File: src/rtl/pcz_pkg.sv
package pcz_pkg;

    typedef enum logic [1:0] {
        LINE_NONE = 2'd0,
        LINE_BASE = 2'd1,
        LINE_OFS  = 2'd2
    } open_e;

    localparam logic [1:0] INFO_BASE = 2'b00;

endpackage

File: src/rtl/pcz_win_cmp.sv
module pcz_win_cmp #(
    parameter int PC_W  = 18,
    parameter int OFS_W = 6,
    localparam int WIN_W = PC_W - OFS_W
) (
    input  logic [PC_W-1:0]  pc_i,
    input  logic [WIN_W-1:0] base_win_i,
    input  logic             force_i,
    output logic             need_base_o,
    output logic [OFS_W-1:0] ofs_o,
    output logic [WIN_W-1:0] win_o
);

    always_comb begin
        win_o       = pc_i[PC_W-1:OFS_W];
        ofs_o       = pc_i[OFS_W-1:0];
        need_base_o = force_i || (pc_i[PC_W-1:OFS_W] != base_win_i);
    end

endmodule

File: src/rtl/pcz_line_fmt.sv
module pcz_line_fmt #(
    parameter int PC_W  = 18,
    parameter int OFS_W = 6,
    parameter int SLOTS = 3,
    localparam int LINE_W = PC_W + 2
) (
    input  logic              is_base_i,
    input  logic [1:0]        n_ofs_i,
    input  logic [PC_W-1:0]   pay_i,
    output logic [LINE_W-1:0] line_o
);

    logic [PC_W-1:0] kept;

    for (genvar s = 0; s < SLOTS; s++) begin : g_slot
        assign kept[s*OFS_W +: OFS_W] =
            (is_base_i || ({30'd0, n_ofs_i} > s)) ? pay_i[s*OFS_W +: OFS_W] : '0;
    end

    assign line_o = {(is_base_i ? pcz_pkg::INFO_BASE : n_ofs_i), kept};

endmodule

File: src/rtl/pcz_wptr.sv
module pcz_wptr #(
    parameter int DEPTH = 64,
    localparam int AW = $clog2(DEPTH),
    localparam int CW = $clog2(DEPTH + 1)
) (
    input  logic          clk,
    input  logic          rst_n,
    input  logic          clear_i,
    input  logic          wr_i,
    output logic [AW-1:0] ptr_o,
    output logic          last_o,
    output logic          rollover_o,
    output logic [CW-1:0] count_o,
    output logic [AW-1:0] oldest_o
);

    typedef struct packed {
        logic [AW-1:0] ptr;
        logic          roll;
        logic [CW-1:0] cnt;
    } ptr_t;

    ptr_t ptr_d, ptr_q;
    logic at_last;

    always_comb begin
        at_last = (ptr_q.ptr == AW'(DEPTH - 1));
        ptr_d   = ptr_q;
        if (clear_i) begin
            ptr_d = '0;
        end else if (wr_i) begin
            ptr_d.ptr = at_last ? '0 : ptr_q.ptr + 1'b1;
            if (at_last) begin
                ptr_d.roll = 1'b1;
            end
            if (ptr_q.cnt != CW'(DEPTH)) begin
                ptr_d.cnt = ptr_q.cnt + 1'b1;
            end
        end
    end

    always_ff @(posedge clk or negedge rst_n) begin
        if (!rst_n) begin
            ptr_q <= '0;
        end else begin
            ptr_q <= ptr_d;
        end
    end

    assign ptr_o      = ptr_q.ptr;
    assign last_o     = at_last;
    assign rollover_o = ptr_q.roll;
    assign count_o    = ptr_q.cnt;
    assign oldest_o   = ptr_q.roll ? ptr_q.ptr : '0;

endmodule

File: src/rtl/pcz_trace_enc.sv
module pcz_trace_enc #(
    parameter int PC_W  = 18,
    parameter int OFS_W = 6,
    parameter int SLOTS = 3,
    parameter int DEPTH = 64,
    localparam int WIN_W  = PC_W - OFS_W,
    localparam int LINE_W = PC_W + 2,
    localparam int AW     = $clog2(DEPTH),
    localparam int CW     = $clog2(DEPTH + 1)
) (
    input  logic              clk,
    input  logic              rst_n,
    input  logic              trace_en_i,
    input  logic              pc_valid_i,
    input  logic [PC_W-1:0]   pc_i,
    output logic              wr_en_o,
    output logic [AW-1:0]     wr_addr_o,
    output logic [LINE_W-1:0] wr_data_o,
    output logic [CW-1:0]     line_count_o,
    output logic              rollover_o,
    output logic [AW-1:0]     oldest_ptr_o
);

    import pcz_pkg::*;

    typedef struct packed {
        logic            active;
        open_e           open_k;
        logic [1:0]      n;
        logic [PC_W-1:0] pay;
        logic [WIN_W-1:0] win;
        logic            force_base;
        logic            em_v;
        logic            em_base;
        logic [1:0]      em_n;
        logic [PC_W-1:0] em_pay;
        logic [AW-1:0]   em_addr;
    } enc_t;

    localparam enc_t ENC_RST = '{
        active: 1'b0, open_k: LINE_NONE, n: '0, pay: '0, win: '0,
        force_base: 1'b1, em_v: 1'b0, em_base: 1'b0, em_n: '0,
        em_pay: '0, em_addr: '0
    };

    enc_t enc_d, enc_q, cur;

    logic             start;
    logic             need_base;
    logic [OFS_W-1:0] pc_ofs;
    logic [WIN_W-1:0] pc_win;
    logic [PC_W-1:0]  ofs_ext;
    logic [AW-1:0]    wptr;
    logic             wptr_last;

    assign start = trace_en_i && !enc_q.active;

    pcz_win_cmp #(.PC_W(PC_W), .OFS_W(OFS_W)) win_cmp_i (
        .pc_i        (pc_i),
        .base_win_i  (enc_q.win),
        .force_i     (enc_q.force_base || start),
        .need_base_o (need_base),
        .ofs_o       (pc_ofs),
        .win_o       (pc_win)
    );

    assign ofs_ext = {{(PC_W-OFS_W){1'b0}}, pc_ofs};

    always_comb begin
        cur = enc_q;
        if (start) begin
            cur.open_k     = LINE_NONE;
            cur.n          = '0;
            cur.pay        = '0;
            cur.force_base = 1'b1;
        end
        enc_d         = cur;
        enc_d.active  = trace_en_i;
        enc_d.em_v    = 1'b0;
        enc_d.em_base = 1'b0;
        enc_d.em_n    = '0;
        enc_d.em_pay  = '0;
        enc_d.em_addr = wptr;

        if (trace_en_i && pc_valid_i) begin
            if (need_base) begin
                if (cur.open_k != LINE_NONE) begin
                    enc_d.em_v    = 1'b1;
                    enc_d.em_base = (cur.open_k == LINE_BASE);
                    enc_d.em_n    = cur.n;
                    enc_d.em_pay  = cur.pay;
                end
                enc_d.open_k     = LINE_BASE;
                enc_d.n          = '0;
                enc_d.pay        = pc_i;
                enc_d.win        = pc_win;
                enc_d.force_base = 1'b0;
            end else if (cur.open_k == LINE_BASE) begin
                enc_d.em_v    = 1'b1;
                enc_d.em_base = 1'b1;
                enc_d.em_pay  = cur.pay;
                if (wptr_last) begin
                    enc_d.pay = pc_i;
                end else begin
                    enc_d.open_k = LINE_OFS;
                    enc_d.n      = 2'd1;
                    enc_d.pay    = ofs_ext;
                end
            end else if (cur.open_k == LINE_NONE) begin
                enc_d.open_k = LINE_OFS;
                enc_d.n      = 2'd1;
                enc_d.pay    = ofs_ext;
            end else if (cur.n == 2'(SLOTS - 1)) begin
                enc_d.em_v   = 1'b1;
                enc_d.em_n   = 2'(SLOTS);
                enc_d.em_pay = cur.pay | (ofs_ext << (OFS_W * (SLOTS - 1)));
                enc_d.open_k = LINE_NONE;
                enc_d.n      = '0;
                enc_d.pay    = '0;
                if (wptr_last) begin
                    enc_d.force_base = 1'b1;
                end
            end else begin
                enc_d.pay = cur.pay | (ofs_ext << (OFS_W * int'(cur.n)));
                enc_d.n   = cur.n + 2'd1;
            end
        end else if (!trace_en_i && enc_q.active && enc_q.open_k != LINE_NONE) begin
            enc_d.em_v    = 1'b1;
            enc_d.em_base = (enc_q.open_k == LINE_BASE);
            enc_d.em_n    = enc_q.n;
            enc_d.em_pay  = enc_q.pay;
            enc_d.open_k  = LINE_NONE;
            enc_d.n       = '0;
            enc_d.pay     = '0;
        end
    end

    always_ff @(posedge clk or negedge rst_n) begin
        if (!rst_n) begin
            enc_q <= ENC_RST;
        end else begin
            enc_q <= enc_d;
        end
    end

    pcz_wptr #(.DEPTH(DEPTH)) wptr_i (
        .clk        (clk),
        .rst_n      (rst_n),
        .clear_i    (start),
        .wr_i       (enc_d.em_v),
        .ptr_o      (wptr),
        .last_o     (wptr_last),
        .rollover_o (rollover_o),
        .count_o    (line_count_o),
        .oldest_o   (oldest_ptr_o)
    );

    pcz_line_fmt #(.PC_W(PC_W), .OFS_W(OFS_W), .SLOTS(SLOTS)) line_fmt_i (
        .is_base_i (enc_q.em_base),
        .n_ofs_i   (enc_q.em_n),
        .pay_i     (enc_q.em_pay),
        .line_o    (wr_data_o)
    );

    assign wr_en_o   = enc_q.em_v;
    assign wr_addr_o = enc_q.em_addr;

endmodule

File: config.mk
export PLATFORM = sky130hd
export DESIGN_NAME = pcz_trace_enc
export DESIGN_NICKNAME = d
export VERILOG_FILES = /design/src/rtl/pcz_pkg.sv /design/src/rtl/pcz_win_cmp.sv /design/src/rtl/pcz_line_fmt.sv /design/src/rtl/pcz_wptr.sv /design/src/rtl/pcz_trace_enc.sv
export SDC_FILE = /design/constraint.sdc
export NUM_CORES = 1
export LEC_CHECK = 0
export BUFFER_PORTS_ARGS = -buffer_cell sky130_fd_sc_hd__buf_4
export CAP_MARGIN = 30
export CORE_MARGIN = 5
export CORE_UTILIZATION = 48
export DETAILED_ROUTE_END_ITERATION = 10
export PLACE_DENSITY = 0.74
export SLEW_MARGIN = 20
export SYNTH_ARGS = -nofsm -noshare
export SYNTH_HDL_FRONTEND = slang
export SYNTH_SLANG_ARGS = --single-unit
File: constraint.sdc
create_clock -name clk -period 3.68 [get_ports clk]
set_input_delay 0.184 -clock clk [delete_from_list [all_inputs] [get_ports clk]]
set_output_delay 0.184 -clock clk [all_outputs]
set_load 0.01 [all_outputs]
# Yosys cells after proc, flatten, opt, wreduce, memory -nomap -nowiden
# Cells that the tools add are included.
dict set report word_totals {
  regBits 78
  in_bits 22
  word_cells 86
}
dict set report op_classes {
  add_sub_neg 3
  n_mul 1
  order_cmp 3
  n_eq_ne 6
  shifts 1
  muxes 36
  bitwise 2
  reduce_logical 20
}
# operator n
set ops {}
lappend ops {{$mux 22} 9}
lappend ops {{$mux 20} 3}
lappend ops {{$mux 18} 2}
lappend ops {{$or 18x18->18} 2}
lappend ops {{$mux 6} 5}
lappend ops {{$mux 14} 2}
lappend ops {{$mux 23} 1}
lappend ops {{$shl 6x5->18} 1}
lappend ops {{$ne 12x12->1} 1}
lappend ops {{$mux 2} 5}
lappend ops {{$reduce_bool 2->1} 5}
lappend ops {{$add 7x1->7 const B} 1}
lappend ops {{$mux 1} 7}
lappend ops {{$mux 7} 1}
lappend ops {{$ne 7x7->1 const B} 1}
lappend ops {{$add 6x1->6 const B} 1}
lappend ops {{$eq 6x6->1 const B} 1}
lappend ops {{$reduce_and 2->1} 3}
lappend ops {{$logic_or 1x1->1} 5}
lappend ops {{$eq 2x1->1 const B} 2}
lappend ops {{$gt 2x1->1 const B} 2}
lappend ops {{$logic_and 1x1->1} 4}
lappend ops {{$mul 2x2->4 const A} 1}
lappend ops {{$mux 4} 1}
lappend ops {{5 further kinds} 6}

# Longest topological paths before layout
# Gate-level depths: netlist of run 1.
dict set report depth {
  word_depth 11
  depth_mapped 11
  ltp_nobuf 8
}

# Cells and area by module
# A second synthesis of run 1 with hierarchy kept.
dict set report hier_totals {
  cells_unflattened 416
  hier_area_um2 4249.1
}
# module n_inst cells_per_inst area_per_inst_um2 seq_area_each_um2
set by_module_without_submodules {}
lappend by_module_without_submodules {pcz_trace_enc 1 271 3002.9 1602.8}
lappend by_module_without_submodules {pcz_wptr 1 87 824.5 350.3}
lappend by_module_without_submodules {pcz_win_cmp 1 35 267.8 0.0}
lappend by_module_without_submodules {pcz_line_fmt 1 23 153.9 0.0}

# Worst setup path after synthesis of run 1
# OpenSTA, ideal clock, no wires.
dict set report synth_path {
  path_type {reg2reg}
  startpoint {register enc_q, in the netlist cur[63]}
  endpoint {register wptr_i.ptr_q, in the netlist wptr_i.ptr_o[3]}
  setup_ns 0.124
  t_arrival_ns 2.412
  path_slack_ns 1.144
  stages_incl_launch_ff 10
  period_less_slack_ns 2.536
  path_cell_list {dfrtp_1 nor2b_4 buf_6 or4_4 or4_4 buf_6 o31ai_4 buf_6 nor3_1 a211o_1}
}
dict set report synth_between {
  elab_chain_len 10
  word_cells_on_any_way 20
  classes_between {eq/ne (2); mux (9); reduce/logical (9)}
}
# element line_no
set synth_rtl {}
lappend synth_rtl {{from (decl)} pcz_trace_enc.sv:46} ;# enc_t enc_d, enc_q, cur;
lappend synth_rtl {{from (signal assigned)} pcz_trace_enc.sv:142} ;# enc_q <= enc_d;
lappend synth_rtl {{$logic_not 1->1} pcz_trace_enc.sv:56} ;# assign start = trace_en_i && !enc_q.active;
lappend synth_rtl {{$logic_and 1x1->1} pcz_trace_enc.sv:56}
lappend synth_rtl {{$mux 22} pcz_trace_enc.sv:71} ;# if (start) begin
lappend synth_rtl {{$eq 2x2->1} pcz_trace_enc.sv:113} ;# end else if (cur.n == 2'(SLOTS - 1)) begin
lappend synth_rtl {{$mux 2} pcz_trace_enc.sv:113}
lappend synth_rtl {{$mux 2} pcz_trace_enc.sv:109} ;# end else if (cur.open_k == LINE_NONE) begin
lappend synth_rtl {{$mux 1} pcz_trace_enc.sv:98} ;# end else if (cur.open_k == LINE_BASE) begin
lappend synth_rtl {{$mux 23} pcz_trace_enc.sv:86} ;# if (need_base) begin
lappend synth_rtl {{$mux 22} pcz_trace_enc.sv:85} ;# if (trace_en_i && pc_valid_i) begin
lappend synth_rtl {{$reduce_bool 2->1 (no source line)} -}
lappend synth_rtl {{to (signal assigned)} pcz_wptr.sv:46} ;# ptr_q <= ptr_d;
lappend synth_rtl {{to (decl)} pcz_wptr.sv:23} ;# ptr_t ptr_d, ptr_q;
# Several ways; a longest one is shown, not always the timed one.
# A chain may end at the register's enable or synchronous reset.

# Final worst setup path of run 1
dict set report layout_path {
  startpoint {register enc_q, in the netlist cur[63]}
  endpoint {register wptr_i.ptr_q, in the netlist wptr_i.count_o[4]}
}
dict set report layout_between {
  elab_chain_len 11
  word_cells_on_any_way 22
  classes_between {eq/ne (2); mux (9); reduce/logical (11)}
}
# element line_no
set layout_rtl {}
lappend layout_rtl {{$logic_not 1->1} pcz_trace_enc.sv:56}
lappend layout_rtl {{$logic_and 1x1->1} pcz_trace_enc.sv:56}
lappend layout_rtl {{$mux 22} pcz_trace_enc.sv:71}
lappend layout_rtl {{$eq 2x2->1} pcz_trace_enc.sv:113}
lappend layout_rtl {{$mux 2} pcz_trace_enc.sv:113}
lappend layout_rtl {{$mux 2} pcz_trace_enc.sv:109}
lappend layout_rtl {{$mux 1} pcz_trace_enc.sv:98}
lappend layout_rtl {{$mux 23} pcz_trace_enc.sv:86}
lappend layout_rtl {{$mux 22} pcz_trace_enc.sv:85}
lappend layout_rtl {{$reduce_bool 2->1 (no source line)} -}
lappend layout_rtl {{$reduce_and 2->1 (no source line)} -}
# Several ways; a longest one is shown, not always the timed one.

==> reports/results.tsv, run 1 <==
metric	value	unit
Setup violations, final	0	
Reg2Reg Depth	7	
CTS tree	yes	
Cell Rows	32	
Hold WC Path Type	primary input to flop	
VDD IR max	0.000195	V
Placeable Area	7810	sq um
Initial Utilization	49.8	%
total gr overflow	0	
Period Utilization, post-route	80.6	%
Period minus WS final	2.97	ns
async set or reset register ratio after synthesis	100	%
DR iter-0 viols	202	
min-delay src	trace_en_i	
Max Clk Rate	337	MHz
Pleak	2.13	nW
Worst setup EP type	flop	
DR vias/cell	5.57	
Hold Fails Final Rpt	0	
last weighted congestion value of the routability-driven placer	0.890	
distinct cell type count of the synthesized netlist	53	
Antenna diodes	0	
CTS buffer count	9	
part of the power in the clock network	34.5	%
Die Y	100	microns
number of global-route vias before repair	2946	
vias	3070	
die area	9990	sq um
Nets	471	
Yosys reg bits	78	
CP startpoint	cur[63]	
Clock Tree Root	clkbuf_8	
first-pass GRT wire length	14.9	mm
drt pass-1 iters	6	
Comb power frac	12.9	%
switching part of the total	26.9	%
Pint	0.00133	W
setup_tns	0	ns
clk buf depth	2	
RR Startpoint	cur[63]	
Critical Path Source Type	flop	
hpwl dp	6.41	mm
Critical Path AT	3.23	ns
Slew headroom	41.3	%
RSZ-0062 raised after global routing	false	
hold depth	1	
largest net degree at the start of global routing	79	
post-layout util	58.4	%
layout cells sized above 1	21.4	%
Worst Path Required	3.95	ns
# port buffers	62	
Syn Inst Count	392	
status	completed	
Synth Warn #	0	
DRT antenna net count	0	
max-cap violations	0	
Synth Net Count	419	
share of power burned in registers	52.6	%
critical-path maximum fanout	24	
Die Wd	100	microns
number of flops mapped to enable cells by yosys	0	
initial antenna violation count	0	
DR DRC count	0	
drt total wl	9.00	mm
P_sw	0.000491	W
worst setup path category	flop to flop	
worst skew pair latency	0.35	ns
clock-pin slew on the worst setup and hold paths	0.08	ns
post-synthesis instance area	3880	sq um
P per Cell Area	400	nW/um^2
H-tree depth	3	
Slew Viols, Final	0	
area grow syn2layout	17.3	%
Ports	63	
dominant synthesized flop cell	dfrtp_1	
register area share after synthesis	50.3	%
Fill cells	708	
Slew @ Worst Pin	0.880	ns
Syn Area/Cell	9.91	sq um
wire per inst	16.3	microns
Setup Skew	0.0114	ns
Post-CTS Setup Inserts	0	
all-layer global routing usage	18.8	%
Sink Count	78	
-- worst max-delay path: stages (launching register included) --
cell and delay, ns:
dfrtp_1 0.45, nor2b_4 0.14, or4_4 0.55, or4_4 0.61, o31ai_4 0.46, inv_2 0.28, nand3_1 0.18, mux2i_1 0.21
-- cell type report --
| class | instances | area, sq um | area share (%) |
|---|---|---|---|
| flip-flops and latches | 78 | 1950 | 42.8 |
| multi-input cells | 280 | 1740 | 38.2 |
| repair buffers | 67 | 518 | 11.4 |
| clock buffers | 10 | 128 | 2.80 |
| well taps | 102 | 128 | 2.80 |
| clock inverters | 6 | 61.3 | 1.35 |
| inverters | 8 | 30.0 | 0.659 |
-- kinds of logic (layout without fill, tap and decap cells) --
family,after synthesis,count (layout),synth area share [%]
fa+ha+maj,5,5,1.61
flops,78,78,50.3
simple gates,173,173,22.7
mux,12,12,3.28
buf+inv,34,91,4.93
xor+xnor,13,13,2.93
compound gates,77,77,14.2
-- power by group through the flow --
stage,Clock (W),Combinational [W],Sequential (W)
2_1_floorplan,0,0.000148,0.000965
5_1_grt,0.000683,0.000263,0.000968
3_5_place_dp,0,0.000232,0.000976
4_1_cts,0.000637,0.000233,0.000959
6_report,0.000629,0.000235,0.000960
3_3_place_gp,0,0.000227,0.000974
-- flip-flops by register name, indices dropped and copies added, names as in the netlist --
| name | flops |
|---|---|
| wptr_i.ptr_o | 6 |
| enc_q | 23 |
| wr_en_o | 1 |
| wptr_i.rollover_o | 1 |
| cur | 34 |
| wptr_i.count_o | 7 |
| wr_addr_o | 6 |
-- layer usage --
metal	global-route usage [%]	vias to the layer above	share of wire, %
met5	0	-	0
met4	7.25	0	2.1
met3	4.17	16	6.5
met2	27.9	135	47
met1	26.9	1444	45
li1	-	1475	-
-- synth_stat cells, types with 7 or more instances --
| cell type | number | area share, % |
|---|---|---|
| a21oi_1 | 16 | 2.1 |
| a22o_1 | 15 | 3.4 |
| and2_1 | 21 | 3.4 |
| clkbuf_1 | 11 | 1.1 |
| dfrtp_1 | 77 | 50 |
| inv_1 | 7 | 0.68 |
| nand2_1 | 61 | 5.9 |
| nand3_1 | 13 | 1.7 |
| nand4_1 | 8 | 1.3 |
| nor2_1 | 19 | 1.8 |
| nor2b_1 | 24 | 3.9 |
| nor3_1 | 8 | 1.0 |
| o21ai_0 | 16 | 2.1 |
| xnor2_1 | 11 | 2.5 |
-- through the flow --
| step | area (sq um) | setup slack (ns) | hold WS (ns) | total power, W | cells |
|---|---|---|---|---|---|
| 2_1_floorplan | 3880 | 1.14 | -0.112 | 0.00111 | 392 |
| 6_report | 4560 | 0.713 | 0.0209 | 0.00182 | 551 |
| 5_1_grt | 4560 | 0.522 | 0.0143 | 0.00191 | 551 |
| 4_1_cts | 4530 | 0.698 | 0.00803 | 0.00183 | 549 |
| 3_3_place_gp | 4340 | 0.854 | 0.363 | 0.00120 | 533 |
| 3_5_place_dp | 4340 | 0.701 | 0.376 | 0.00121 | 533 |
-- worst paths after layout --
path | endpoint | slack (ns)
worst max-delay path | wptr_i.count_o[4] | 0.71
worst min register to register | wr_addr_o[4] | 0.46
worst max register to register | wptr_i.count_o[4] | 0.71
worst min-delay path | cur[63] | 0.02
min in group asynchronous | wptr_i.count_o[2] | 0.34
max in group asynchronous | enc_q[28] | 2.71
-- repair_timing --
action                                 4_1_cts  5_1_grt
hold buffers                                 0        1
gates resized for setup                      0        0
endpoints found under the hold margin        0       39
-- cell usage in the layout, fill, tap and decap left out, types with 11 or more instances in the layout --
master | Yosys | layout
xnor2_1 | 11 | 11
nor2b_1 | 24 | 24
nand2_1 | 61 | 61
o21ai_0 | 16 | 16
and2_1 | 21 | 21
a22o_1 | 15 | 15
buf_4 | 6 | 65
dfrtp_1 | 77 | 77
a21oi_1 | 16 | 16
nor2_1 | 19 | 19
nand3_1 | 13 | 13
Power figures use the tool's default switching activity.
==> inputs of run 2 (changes only) <==
--- a/config.mk
+++ b/config.mk
@@ -10,7 +10,7 @@
 export CORE_MARGIN = 5
 export CORE_UTILIZATION = 48
 export DETAILED_ROUTE_END_ITERATION = 10
-export PLACE_DENSITY = 0.74
+export PLACE_DENSITY = 0.76
 export SLEW_MARGIN = 20
 export SYNTH_ARGS = -nofsm -noshare
 export SYNTH_HDL_FRONTEND = slang
==> constraint.sdc (replaced) <==
create_clock -name clk -period 2.6 [get_ports clk]
set_input_delay 0.13 -clock clk [delete_from_list [all_inputs] [get_ports clk]]
set_output_delay 0.13 -clock clk [all_outputs]
set_load 0.01 [all_outputs]
==> run 2 against run 1 <==
Effect of this change: sequential cell count did not move; global-route usage up 0.095 points; largest cell class unchanged; highest routed layer unchanged; hold slack lost 0.013 ns.
==> reports/results.tsv, run 2 (synthesized netlist as in run 1, its figures left out) <==
metric	value	unit
largest net degree at the start of global routing	79	
H-tree depth	3	
vias	3162	
setup_tns	0	ns
Pleak	2.24	nW
CP Cell Sequence	xor2_1 > or4_4 > or4_4 > o31ai_4 > buf_4 > nor3_1 > a211o_1	
Worst setup EP type	flop	
area grow syn2layout	23.2	%
max incr delay on CP	0.56	ns
initial antenna violation count	0	
Pint	0.00202	W
Worst Path Required	2.85	ns
Crit path buffers/inverters	1	
most frequent cells in the layout	79 x buf_4, 77 x dfrtp_1, 61 x nand2_1	
Initial Utilization	49.8	%
critical-path maximum fanout	8	
hpwl dp	6.49	mm
die area	9990	sq um
Cell Rows	32	
CTS tree	yes	
Max Clk Rate	400	MHz
Clock Tree Root	clkbuf_8	
Nets	492	
Die Y	100	microns
status	completed	
total gr overflow	0	
Die Wd	100	microns
post-layout util	61.3	%
worst skew pair latency	0.36	ns
Critical Path AT	2.75	ns
wire per inst	15.7	microns
switching part of the total	26.4	%
CTS buffer count	9	
Top cell by count, worst path	or4_4	
commonest non-fill, non-tap cell in the layout	buf_4	
DR iter-0 viols	229	
Setup violations, final	0	
clk buf depth	2	
Antenna diodes	0	
Critical Path Source Type	flop	
number of flip-flops in the largest register	34	
number of global-route vias before repair	3002	
Slew Viols, Final	0	
first-pass GRT wire length	15.0	mm
drt pass-1 iters	5	
P_sw	0.000723	W
Hold WC Path Type	primary input to flop	
Comb power frac	13.0	%
DR DRC count	0	
Min Hold Slack	0.00755	ns
RSZ-0062 raised after global routing	false	
Slew @ Worst Pin	0.540	ns
max-cap violations	0	
# port buffers	62	
all-layer global routing usage	18.9	%
last weighted congestion value of the routability-driven placer	0.900	
CP delay by family, top	simple AND/OR/NAND/NOR gates	
clock-pin slew on the worst setup and hold paths	0.09	ns
Post-CTS Setup Inserts	0	
layout cells sized above 1	23.8	%
drt total wl	8.97	mm
Period Utilization, post-route	96.1	%
P per Cell Area	573	nW/um^2
Placeable Area	7810	sq um
part of the power in the clock network	37.5	%
Setup Skew	0.0104	ns
VDD IR max	0.000292	V
Ports	63	
Sink Count	78	
worst setup path category	flop to flop	
Hold Fails Final Rpt	0	
DR vias/cell	5.53	
Period minus WS final	2.50	ns
slowest CP cell	or4_4	
share of power burned in registers	49.5	%
DRT antenna net count	0	
Slew headroom	63.7	%
[run 2: cell count changes in the layout (fill, tap and decap cells not counted), sizes merged]
| cell | delta |
|---|---|
| buf | +14 |
| dlygate4sd3 | +7 |
| clkinv | -2 |
| inv | +2 |
| bufinv | +1 |
| clkbuf | -1 |
[run 2: timing repair]
action / 4_1_cts / 5_1_grt
hold endpoints to repair: 84 / 0
setup endpoints to repair: 0 / 21
hold buffers: 8 / 0
resized for setup: 0 / 3
[run 2: metal layers]
metal	GRT usage (%)	vias up	share of wire (%)
li1	-	1518	-
met1	25.7	1500	43
met2	29.5	125	48
met3	5.21	19	6.4
met4	5.78	0	1.9
met5	0	-	0
[run 2: worst paths after layout]
path                                       from           endpoint  slack [ns]  cells past startpoint
worst max register to register          cur[31]    wptr_i.ptr_o[3]        0.10                      7
min in group asynchronous                 rst_n  wptr_i.count_o[3]        0.23                      2
max in group asynchronous                 rst_n            cur[20]        1.79                      3
worst min-delay path                   pc_i[14]            cur[37]       0.008                      3
worst max-delay path                    cur[31]    wptr_i.ptr_o[3]        0.10                      7
worst min register to register  wptr_i.ptr_o[4]       wr_addr_o[4]        0.45                      0
[run 2: cell type report]
type | instances | area, sq um
well taps | 102 | 128
fillers | 684 | 3020
multi-input cells | 280 | 1740
clock buffers | 9 | 124
repair buffers | 88 | 701
clock inverters | 7 | 105
flip-flops and latches | 78 | 1950
inverters | 8 | 32.5
[run 2: power by group through the flow]
stage / clock network (W) / logic, W / registers, W
after CTS: 0.00105 / 0.000352 / 0.00136
after global routing: 0.00111 / 0.000399 / 0.00137
after detailed placement: 0 / 0.000341 / 0.00138
final: 0.00103 / 0.000357 / 0.00136
after global placement: 0 / 0.000330 / 0.00138
after floorplan: 0 / 0.000209 / 0.00137
[run 2: through the flow]
stage | area [sq um] | power (W) | setup slack (ns) | instances
after floorplan | 3880 | 0.00158 | 0.0641 | 392
after global placement | 4440 | 0.00171 | 0.143 | 547
after detailed placement | 4440 | 0.00172 | 0.0600 | 547
after CTS | 4750 | 0.00276 | 0.0364 | 571
after global routing | 4790 | 0.00288 | 0.0101 | 572
final | 4790 | 0.00274 | 0.100 | 572
[run 2: worst min-delay path, delay by kind of cell]
kind / cells / cell delay (ns)
simple gates: 2 / 0.10
buf+inv: 1 / 0.10
==> inputs of run 3 (changes only) <==
--- a/config.mk
+++ b/config.mk
@@ -8,9 +8,9 @@
 export BUFFER_PORTS_ARGS = -buffer_cell sky130_fd_sc_hd__buf_4
 export CAP_MARGIN = 30
 export CORE_MARGIN = 5
-export CORE_UTILIZATION = 48
+export CORE_UTILIZATION = 61
 export DETAILED_ROUTE_END_ITERATION = 10
-export PLACE_DENSITY = 0.76
+export PLACE_DENSITY = 0.89
 export SLEW_MARGIN = 20
 export SYNTH_ARGS = -nofsm -noshare
 export SYNTH_HDL_FRONTEND = slang
==> constraint.sdc (replaced) <==
create_clock -name clk -period 3 [get_ports clk]
set_input_delay 0.15 -clock clk [delete_from_list [all_inputs] [get_ports clk]]
set_output_delay 0.15 -clock clk [all_outputs]
set_load 0.01 [all_outputs]
==> run 3 against run 2 <==
Effect of this change: cell count shrank 7.0%; final area is 4.0% lower; global-route usage increased by 4.9 points; combinational power decreased by 16%; clock skew grew 0.00069 ns; hold slack gained 0.022 ns; non-clock buffer count is 13 lower; clock power down 26%; register-to-register slack better by 0.21 ns; via count about the same; sequential share of layout area is 1.7 points higher.
==> reports/results.tsv, run 3 (synthesized netlist as in run 1, its figures left out) <==
metric	value	unit
status	completed	
slowest CP cell	or4_1	
drt pass-1 iters	4	
pre-CTS WS	0.367	ns
Hold WC Path Type	primary input to flop	
Reg-to-Reg End	enc_q[43]	
CP Cell Sequence	dlygate4sd3_1 > buf_4 > nor2b_4 > or4_4 > or4_1 > nor2_1 > nand2_1 > o311ai_1	
drt total wl	9.39	mm
Sink Count	78	
largest net degree at the start of global routing	79	
Clock Tree Root	clkbuf_8	
Placeable Area	6280	sq um
vias	3163	
initial antenna violation count	0	
Die Y	89.8	microns
Setup violations, final	0	
DR DRC count	0	
Pleak	2.17	nW
Post-Layout Inst Area	4590	sq um
worst skew pair latency	0.35	ns
CTS resizes	0	
die area	8060	sq um
Setup Skew	0.0111	ns
critical-path maximum fanout	12	
storage element area	1950	sq um
Initial Utilization	61.9	%
Crit path buffers/inverters	2	
all-layer global routing usage	23.8	%
Cell Rows	29	
total gr overflow	0	
CTS tree	yes	
area of the multi-input gates	1740	sq um
Worst Path Required	3.24	ns
DRT antenna net count	0	
Slew headroom	51.1	%
hpwl dp	6.72	mm
most frequent cells in the layout	77 x dfrtp_1, 72 x buf_4, 61 x nand2_1	
clock-pin slew on the worst setup and hold paths	0.08	ns
Slew Viols, Final	0	
Ports	63	
Slew @ Worst Pin	0.734	ns
Critical Path AT	3.05	ns
wire per inst	17.6	microns
Antenna diodes	0	
Nets	479	
number of global-route vias before repair	3047	
CTS buffer count	9	
DR iter-0 viols	224	
RR Startpoint	cur[31]	
Placed Area	4360	sq um
Hold Fails Final Rpt	0	
area grow syn2layout	18.3	%
first-pass GRT wire length	15.6	mm
CTS Hold Bufs	2	
Setup WS post-layout	0.187	ns
max incr delay on CP	0.76	ns
P per Cell Area	487	nW/um^2
layout cells sized above 1	22.4	%
Fill cells	456	
H-tree depth	3	
Post-CTS Setup Inserts	0	
DR vias/cell	5.95	
commonest non-fill, non-tap cell in the layout	dfrtp_1	
hold depth	3	
number of flip-flops in the largest register	34	
min-delay src	pc_i[13]	
Reg2Reg Depth	6	
last weighted congestion value of the routability-driven placer	0.869	
max-cap violations	0	
Period minus WS final	2.81	ns
RSZ-0062 raised after global routing	false	
R2R Setup Slk	0.31	ns
# port buffers	62	
Hold Path End	cur[36]	
CP delay by family, top	simple AND/OR/NAND/NOR gates	
VDD IR max	0.000339	V
worst setup path category	primary input to flop	
clk buf depth	2	
Critical Path Source Type	primary input	
Max Clk Rate	355	MHz
Period Utilization, post-route	93.8	%
Die Wd	89.8	microns
Worst setup EP type	flop	
setup_tns	0	ns
## run 3: cell types whose count changed in the layout (fill, tap and decap cells not counted), moves of 2 or more
cell and delta:
buf_4 -7, clkinv_2 +2, dlygate4sd3_1 -6, inv_6 -2
## run 3: worst max-delay path by stage
stage                           from         endpoint  slack [ns]  cells past startpoint
after floorplan              cur[63]  wptr_i.ptr_o[3]        0.46                      9
after global placement       cur[31]        enc_q[43]        0.41                      6
after detailed placement     cur[63]        enc_q[43]        0.37                      6
after CTS                 trace_en_i        enc_q[43]        0.23                      8
after global routing      trace_en_i        enc_q[43]        0.04                      8
final                     trace_en_i        enc_q[43]        0.19                      8
## run 3: layout make-up
| cell class | instances | area share (%) |
|---|---|---|
| flip-flops and latches | 78 | 42.5 |
| multi-input cells | 280 | 37.9 |
| repair buffers | 75 | 12.8 |
| clock buffers | 10 | 3.00 |
| well taps | 77 | 2.10 |
| clock inverters | 4 | 1.06 |
| inverters | 8 | 0.654 |
## run 3: worst register-to-register path: stages, from the launching register on
cell      delay [ns]
dfrtp_1         0.39
xor2_1          0.16
or4_4           0.50
or4_1           0.76
nor2_1          0.35
nand2_1         0.15
o311ai_1        0.27
## run 3: power breakdown
| part | switching, W | internal [W] | total, W | leakage [nW] |
|---|---|---|---|---|
| sequential | 0.0000541 | 0.00112 | 0.00118 | 1.04 |
| clock | 0.000364 | 0.000396 | 0.000760 | 0.0980 |
| combinational | 0.000164 | 0.000135 | 0.000299 | 1.04 |
| total | 0.000582 | 0.00165 | 0.00224 | 2.17 |
## run 3: through the flow
stage	std cells	power (W)	util [%]	hold slack [ns]
global route	532	0.00234	73.2	0.0266
CTS	531	0.00224	72.8	0.0200
detailed placement	515	0.00149	69.5	0.340
floorplan	392	0.00137	-	-0.146
global placement	515	0.00148	69.5	0.335
finish	532	0.00224	73.2	0.0294
## run 3: metal layers
metal | vias up | wire length, microns | track usage, %
met5 | - | 0 | 0
met3 | 15 | 637 | 4.92
li1 | 1486 | - | -
met4 | 0 | 123 | 7.93
met2 | 111 | 4490 | 36.3
met1 | 1551 | 4140 | 34.1
